<file path="src/rtl/disp_regport_pkg.sv">
package disp_regport_pkg;
  localparam int IDX_W = 12;
  localparam int DW    = 32;
  typedef logic [IDX_W-1:0] idx_t;

  localparam idx_t REG_ID       = 12'd0;
  localparam idx_t REG_ENABLE   = 12'd1;
  localparam idx_t REG_WIDTH    = 12'd2;
  localparam idx_t REG_HEIGHT   = 12'd3;
  localparam idx_t REG_MAX_W    = 12'd4;
  localparam idx_t REG_MAX_H    = 12'd5;
  localparam idx_t REG_DEPTH    = 12'd6;
  localparam idx_t REG_BPP      = 12'd7;
  localparam idx_t REG_BPL      = 12'd12;
  localparam idx_t REG_VRAM_SZ  = 12'd15;
  localparam idx_t REG_FB_SZ    = 12'd16;
  localparam idx_t REG_CAPS     = 12'd17;
  localparam idx_t REG_RING_ST  = 12'd18;
  localparam idx_t REG_RING_SZ  = 12'd19;
  localparam idx_t REG_CFG      = 12'd20;
  localparam idx_t REG_SYNC     = 12'd21;
  localparam idx_t REG_BUSY     = 12'd22;
  localparam idx_t REG_GUEST    = 12'd23;
  localparam idx_t REG_CUR_ID   = 12'd24;
  localparam idx_t REG_CUR_X    = 12'd25;
  localparam idx_t REG_CUR_Y    = 12'd26;
  localparam idx_t REG_CUR_ON   = 12'd27;
  localparam idx_t REG_HOST_BPP = 12'd28;
  localparam idx_t REG_SCR_SZ   = 12'd29;
  localparam int   SCR_BASE     = 1792;

  localparam logic [DW-1:0] ID_MAGIC = 32'h9000_0000;

  typedef enum logic [1:0] {
    PORT_INDEX = 2'd0,
    PORT_VALUE = 2'd1,
    PORT_AUX0  = 2'd2,
    PORT_AUX1  = 2'd3
  } port_e;

  function automatic logic id_legal(logic [DW-1:0] v);
    return (v == ID_MAGIC) || (v == (ID_MAGIC | 32'd1)) || (v == (ID_MAGIC | 32'd2));
  endfunction
endpackage

</file>
<file path="src/rtl/disp_scratch_bank.sv">
module disp_scratch_bank
  import disp_regport_pkg::*;
#(
  parameter int N    = 8,
  parameter int BASE = SCR_BASE
) (
  input  logic          clk_i,
  input  logic          rst_ni,
  input  logic          we_i,
  input  idx_t          idx_i,
  input  logic [DW-1:0] wdata_i,
  output logic [DW-1:0] rdata_o
);
  logic [DW-1:0] word_q [N];
  logic [N-1:0]  hit;

  for (genvar i = 0; i < N; i++) begin : g_word
    assign hit[i] = (idx_i == idx_t'(BASE + i));
    always_ff @(posedge clk_i or negedge rst_ni) begin
      if (!rst_ni)             word_q[i] <= '0;
      else if (we_i && hit[i]) word_q[i] <= wdata_i;
    end
  end

  always_comb begin
    rdata_o = '0;
    for (int i = 0; i < N; i++)
      if (hit[i]) rdata_o = word_q[i];
  end

  a_r9_single_hit: assert property (@(posedge clk_i) disable iff (!rst_ni) $onehot0(hit));
endmodule

</file>
<file path="src/rtl/disp_geom.sv">
module disp_geom
  import disp_regport_pkg::*;
#(
  parameter int DEPTH = 24
) (
  input  logic [DW-1:0] width_i,
  input  logic [DW-1:0] height_i,
  output logic [DW-1:0] bpl_o,
  output logic [DW-1:0] fb_size_o
);
  localparam int BYPP = (DEPTH + 7) >> 3;
  logic [DW-1:0] line_bytes;
  assign line_bytes = DW'(BYPP) * width_i;
  assign bpl_o      = line_bytes;
  assign fb_size_o  = line_bytes * height_i;
endmodule

</file>
<file path="src/rtl/disp_regport.sv">
module disp_regport
  import disp_regport_pkg::*;
#(
  parameter int          DEPTH     = 24,
  parameter int          SCR_N     = 8,
  parameter int          MAX_W     = 2360,
  parameter int          MAX_H     = 1770,
  parameter logic [31:0] VRAM_BASE = 32'hE000_0000,
  parameter logic [31:0] VRAM_SIZE = 32'h0100_0000,
  parameter logic [31:0] RING_SIZE = 32'h0001_0000,
  parameter logic [31:0] CAPS      = 32'h0000_0003
) (
  input  logic        clk_i,
  input  logic        rst_ni,
  input  logic        wr_en_i,
  input  logic [1:0]  port_sel_i,
  input  logic [31:0] wdata_i,
  output logic [31:0] rdata_o,
  output logic        ring_start_o
);
  localparam int BPP = ((DEPTH + 7) >> 3) << 3;

  idx_t          idx_q;
  logic [DW-1:0] id_q, width_q, height_q, fb_q, guest_q, cur_id_q, cur_x_q, cur_y_q;
  logic          enable_q, cfg_q, cur_on_q, start_q;
  logic [DW-1:0] bpl, fb_calc, scr_rdata;
  logic          idx_wr, val_wr, start_d;

  assign idx_wr = wr_en_i && (port_sel_i == PORT_INDEX);
  assign val_wr = wr_en_i && (port_sel_i == PORT_VALUE);

  disp_geom #(.DEPTH(DEPTH)) u_geom (
    .width_i  (width_q),
    .height_i (height_q),
    .bpl_o    (bpl),
    .fb_size_o(fb_calc)
  );

  disp_scratch_bank #(.N(SCR_N), .BASE(SCR_BASE)) u_scr (
    .clk_i  (clk_i),
    .rst_ni (rst_ni),
    .we_i   (val_wr),
    .idx_i  (idx_q),
    .wdata_i(wdata_i),
    .rdata_o(scr_rdata)
  );

  assign start_d = val_wr && ((idx_q == REG_SYNC) || ((idx_q == REG_CFG) && (wdata_i == 32'd1)));

  always_ff @(posedge clk_i or negedge rst_ni) begin
    if (!rst_ni) begin
      idx_q    <= '0;
      id_q     <= ID_MAGIC | 32'd2;
      enable_q <= 1'b0;
      cfg_q    <= 1'b0;
      width_q  <= '0;
      height_q <= '0;
      fb_q     <= '0;
      guest_q  <= '0;
      cur_id_q <= '0;
      cur_x_q  <= '0;
      cur_y_q  <= '0;
      cur_on_q <= 1'b0;
      start_q  <= 1'b0;
    end else begin
      start_q <= start_d;
      if (idx_wr) idx_q <= wdata_i[IDX_W-1:0];
      if (val_wr) begin
        case (idx_q)
          REG_ID:     if (id_legal(wdata_i)) id_q <= wdata_i;
          REG_ENABLE: begin
            enable_q <= |wdata_i;
            cfg_q    <= cfg_q & (|wdata_i);
            fb_q     <= fb_calc;
          end
          REG_WIDTH:  width_q  <= wdata_i;
          REG_HEIGHT: height_q <= wdata_i;
          REG_CFG:    cfg_q    <= |wdata_i;
          REG_GUEST:  guest_q  <= wdata_i;
          REG_CUR_ID: cur_id_q <= wdata_i;
          REG_CUR_X:  cur_x_q  <= wdata_i;
          REG_CUR_Y:  cur_y_q  <= wdata_i;
          REG_CUR_ON: begin
            // 1 shows, 0 hides, other codes keep the flag
            if (wdata_i == 32'd1)      cur_on_q <= 1'b1;
            else if (wdata_i == 32'd0) cur_on_q <= 1'b0;
          end
          default: ;
        endcase
      end
    end
  end

  assign ring_start_o = start_q;

  logic [DW-1:0] val_rd;
  always_comb begin
    case (idx_q)
      REG_ID:       val_rd = id_q;
      REG_ENABLE:   val_rd = {31'd0, enable_q};
      REG_WIDTH:    val_rd = width_q;
      REG_HEIGHT:   val_rd = height_q;
      REG_MAX_W:    val_rd = DW'(MAX_W);
      REG_MAX_H:    val_rd = DW'(MAX_H);
      REG_DEPTH:    val_rd = DW'(DEPTH);
      REG_BPP:      val_rd = DW'(BPP);
      REG_BPL:      val_rd = bpl;
      REG_VRAM_SZ:  val_rd = VRAM_SIZE - RING_SIZE;
      REG_FB_SZ:    val_rd = fb_q;
      REG_CAPS:     val_rd = CAPS;
      REG_RING_ST:  val_rd = VRAM_BASE + VRAM_SIZE - RING_SIZE;
      REG_RING_SZ:  val_rd = RING_SIZE;
      REG_CFG:      val_rd = {31'd0, cfg_q};
      REG_BUSY:     val_rd = '0;
      REG_GUEST:    val_rd = guest_q;
      REG_CUR_ID:   val_rd = cur_id_q;
      REG_CUR_X:    val_rd = cur_x_q;
      REG_CUR_Y:    val_rd = cur_y_q;
      REG_CUR_ON:   val_rd = {31'd0, cur_on_q};
      REG_HOST_BPP: val_rd = DW'(BPP);
      REG_SCR_SZ:   val_rd = DW'(SCR_N);
      default:      val_rd = scr_rdata;
    endcase
  end

  always_comb begin
    case (port_sel_i)
      PORT_INDEX: rdata_o = {{(DW-IDX_W){1'b0}}, idx_q};
      PORT_VALUE: rdata_o = val_rd;
      default:    rdata_o = '0;
    endcase
  end

  a_r2_id_legal: assert property (@(posedge clk_i) disable iff (!rst_ni)
    id_legal(id_q));
  a_r6_disable_clears_cfg: assert property (@(posedge clk_i) disable iff (!rst_ni)
    (val_wr && idx_q == REG_ENABLE && wdata_i == '0) |=> !cfg_q);
  a_r8_cursor_hold: assert property (@(posedge clk_i) disable iff (!rst_ni)
    (val_wr && idx_q == REG_CUR_ON && wdata_i > 32'd1) |=> $stable(cur_on_q));
  a_r10_pulse_cause: assert property (@(posedge clk_i) disable iff (!rst_ni)
    ring_start_o |-> $past(val_wr && (idx_q == REG_SYNC || idx_q == REG_CFG)));
  a_r11_aux_no_index: assert property (@(posedge clk_i) disable iff (!rst_ni)
    (wr_en_i && port_sel_i[1]) |=> $stable(idx_q));
  a_r7_fb_stable: assert property (@(posedge clk_i) disable iff (!rst_ni)
    !(val_wr && idx_q == REG_ENABLE) |=> $stable(fb_q));
endmodule

</file>
<file path="config.mk">
export PLATFORM = sky130hd
export DESIGN_NAME = disp_regport
export DESIGN_NICKNAME = d
export VERILOG_FILES = /design/src/rtl/disp_regport_pkg.sv /design/src/rtl/disp_scratch_bank.sv /design/src/rtl/disp_geom.sv /design/src/rtl/disp_regport.sv
export SDC_FILE = /design/constraint.sdc
export NUM_CORES = 2
export LEC_CHECK = 0
export BUFFER_PORTS_ARGS = -buffer_cell sky130_fd_sc_hd__buf_4
export CORE_ASPECT_RATIO = 0.7
export CORE_UTILIZATION = 65
export DETAILED_ROUTE_END_ITERATION = 8
export GPL_TIMING_DRIVEN = 0
export PLACE_DENSITY = 0.82
export SLEW_MARGIN = 20
export SYNTH_ARGS = -nofsm -noshare
export SYNTH_HDL_FRONTEND = slang
export SYNTH_SLANG_ARGS = --single-unit
</file>
<file path="constraint.sdc">
create_clock -name clk_i -period 12.07 [get_ports clk_i]
set_clock_uncertainty 0.2 [all_clocks]
set_input_delay 1.8105 -clock clk_i [delete_from_list [all_inputs] [get_ports clk_i]]
set_output_delay 1.8105 -clock clk_i [all_outputs]
set_load 0.02 [all_outputs]
</file>
==> metrics.csv <==
stage;metric;value;unit
global_routing;GR Layer Usage met2;58.4;%
place;routability congestion estimate;1.03;
detailed_routing;ANT nets after route;0;
critical_path;most used cell, CP;fa_1;
synth;FF+latch count, synth;528;
global_routing;GRT busiest layer;met1;
detailed_routing;vias post-DR;32467;
sta;Finish-stage setup viols;0;
global_routing;initial antenna violation count;7;
min_path;worst hold path class;reg -> reg;
cells_and_area;fin util;71.7;%
clock_network;CTS tree;yes;
clock_network;setup bufs post-CTS;0;
synth;share of Yosys cell area claimed by the top area cell type;32.2;%
cells_and_area;area grow syn2layout;8.57;%
critical_path;biggest cell delay along the critical path;0.77;ns
run_status;violated checks;DRC;
sta;period utilization;99.2;%
global_routing;vias in the first global route;32319;
global_routing;GR Util met3;23.0;%
critical_path;maximum fanout along the worst path;10;
power;Design Power;3740;uW
run_status;status;complete, but fails checks;
global_routing;first-pass GRT wire length;210000;um
synth;synthesized cell area;40800;um2
sta;Final TNS setup;0;ns
place;placed instance area;42700;um2
global_routing;met1 Usage GRT;66.5;%
detailed_routing;vias per std cell;6.74;
floorplan;num rows;76;
place;post-DP HPWL;110000;um
critical_path;Setup crit end kind;flop;
synth;Synth Net Count;4423;
sta;Hold Violations, Final;0;
floorplan;Initial Utilization;66.1;%
floorplan;die height;212;um
power;peak supply drop;0.151;mV
critical_path;worst path required time;12.36;ns
detailed_routing;DRC;3;
clock_network;clk_lat worst skew;0.58;ns
synth;Post-synth EDFFs;0;
floorplan;die footprint;63800;um2
cells_and_area;register area;13200;um2
clock_network;Clock transition at path regs;0.07;ns
detailed_routing;first drt pass iteration count;8;
sta;RSZ-0062 raised after global routing;false;
synth;FFs w/ async S/R, synth;100;%
detailed_routing;Wirelength per Cell;29.6;um
clock_network;clock buffer depth;3;
detailed_routing;1st-iter DRT viols;4890;
synth;top cells by area, synth;dfrtp_1 (32%), fa_1 (20%), mux2_2 (13%);
cells_and_area;layout cell share with drive strength beyond 1;16.8;%
cells_and_area;final net count;4549;
detailed_routing;DRT Wirelength;142000;um
power;power per cell area;84.3;nW/um2
critical_path;Setup CP Type;reg -> reg;
clock_network;H-Tree Depth;2;
power;Pleak;0.0212;uW
floorplan;CORE AREA;61800;um2
synth;Mean Syn Cell Area;10.7;um2
clock_network;Sink Count;528;
synth;area leader, netlist;dfrtp_1;
floorplan;IO Pins;70;
clock_network;total CTS buffers;43;
critical_path;Slowest-stage cell, CP;xor2_1;
sta;Fmax;83.5;MHz
cells_and_area;multi-input logic area;25200;um2
global_routing;global route overflow;0;
global_routing;Total GRT Usage;45.5;%
critical_path;WP data arrival;12.27;ns
synth;register area share after synthesis;32.4;%
clock_network;root buffer cell;clkbuf_16;
sta;worst slew pin tran;1.27;ns
synth;Yosys Warn Count;0;
flow_run;number of max-cap violations;0;
floorplan;Chip Width;302;um
cells_and_area;final std cell area, no fill;44300;um2
place;IO Port Bufs;68;
synth;Unique masters post-synth;78;
synth;Synth Flop Type;dfrtp_1;
global_routing;largest net degree at the start of global routing;101;
sta;Period minus WS final;11.98;ns
critical_path;Startpoint Class;flop;
sta;Slew Viols, Final;0;
sta;Rel. slew slack;15.4;%
cells_and_area;fillcell total;4381;
synth;Cells after Synth;3824;
==> synth_stat cells (all sizes together), types with 16 or more instances <==
cell type and number:
a222oi 57, clkbuf 240, a211oi 19, a22o 16, a21o 24, nand3 51, a31oi 17, nor2b 51
nand4 34, mux2i 19, nor3 25, dfrtp 525, buf 21, nand2b 35, mux2 466, and2 269
a21oi 91, o21ai 93, a221oi 39, xor2 22, nand2 359, ha 153, fa 409, xnor2 64
nor2 85, inv 415, a22oi 86
==> worst max-delay path: cells and delay by family (launching register included) <==
| family | cells | cell delay (ns) |
|---|---|---|
| compound gates | 10 | 2.25 |
| xor+xnor | 4 | 1.69 |
| fa+ha+maj | 11 | 5.21 |
| buf+inv | 4 | 0.95 |
| flops | 1 | 0.66 |
| simple gates | 5 | 0.91 |
==> timing repair <==
action,4_1_cts,5_1_grt
resized for setup,0,17
hold buffers,0,0
setup endpoints to repair,0,1
==> sequential cells by signal (all words and copies together) (netlist names), 12 cells and up <==
name	cells
cur_id_q	32
cur_x_q	32
cur_y_q	32
fb_q	32
guest_q	32
height_q	32
id_q	32
idx_q	12
u_scr.word_q	256
width_q	32
==> cells by family (layout without fill, tap and decap cells) <==
| kind of cell | after synthesis | count (layout) | share of synthesized area (%) |
|---|---|---|---|
| compound gates | 520 | 520 | 9.11 |
| xor+xnor | 97 | 97 | 2.48 |
| fa+ha+maj | 562 | 562 | 24.7 |
| buf+inv | 676 | 836 | 6.22 |
| flops | 528 | 528 | 32.4 |
| mux | 485 | 485 | 13.3 |
| other cells | 0 | 11 | 0 |
| simple gates | 956 | 956 | 11.8 |
==> placed cells by master (no fill, tap or decap), drive strengths merged, types with 34 or more instances in the layout <==
master / count
o21ai: 93
a21oi: 91
ha: 153
a22oi: 86
clkbuf: 306
dfrtp: 525
nand2: 359
xnor2: 64
fa: 409
nand2b: 35
nand4: 34
buf: 102
nand3: 51
nor2: 85
and2: 269
inv: 415
a222oi: 57
mux2: 466
nor2b: 51
a221oi: 39
==> worst paths after layout <==
| check | from | to | slack (ns) | cells past startpoint |
|---|---|---|---|---|
| max | width_q[0] | fb_q[31] | 0.09 | 34 |
| min | fb_q[29] | fb_q[29] | 0.30 | 2 |
| max reg2reg | width_q[0] | fb_q[31] | 0.09 | 34 |
| min reg2reg | fb_q[29] | fb_q[29] | 0.30 | 2 |
| min in group asynchronous | rst_ni | u_scr.word_q[55] | 1.06 | 1 |
| max in group asynchronous | rst_ni | u_scr.word_q[197] | 8.84 | 4 |
==> area by class of cell <==
| type | count | area share (%) |
|---|---|---|
| tap | 819 | 2.31 |
| clock inverter | 13 | 0.579 |
| antenna | 11 | 0.0621 |
| sequential | 528 | 29.8 |
| inverter | 415 | 3.51 |
| multi-input combinational | 2620 | 56.9 |
| timing repair buffer | 81 | 1.64 |
| clock buffer | 66 | 2.92 |
| buffer | 261 | 2.23 |
==> power by group <==
group          leakage (uW)  internal [uW]  switching [uW]
clock network      0.000749            895             690
logic                0.0132           88.3             226
registers           0.00726           1810            31.6
total                0.0212           2790             948
==> metrics by stage <==
stage / setup slack (ns) / hold WS, ns / instances
floorplan: 2.03 / 0.246 / 3824
global placement: 0.166 / 0.270 / 4711
detailed placement: 0.195 / 0.278 / 4724
CTS: 0.0533 / 0.304 / 4803
global route: 0.000527 / 0.315 / 4804
finish: 0.0937 / 0.299 / 4814
==> metal layers <==
layer,up-vias,share of wire [%],wire (um)
met1,16442,40,56300
met3,386,18,26200
met4,8,3.4,4870
met2,2553,39,54900
met5,-,0.040,57
li1,13078,-,-
(Power assumes the default switching activity.)
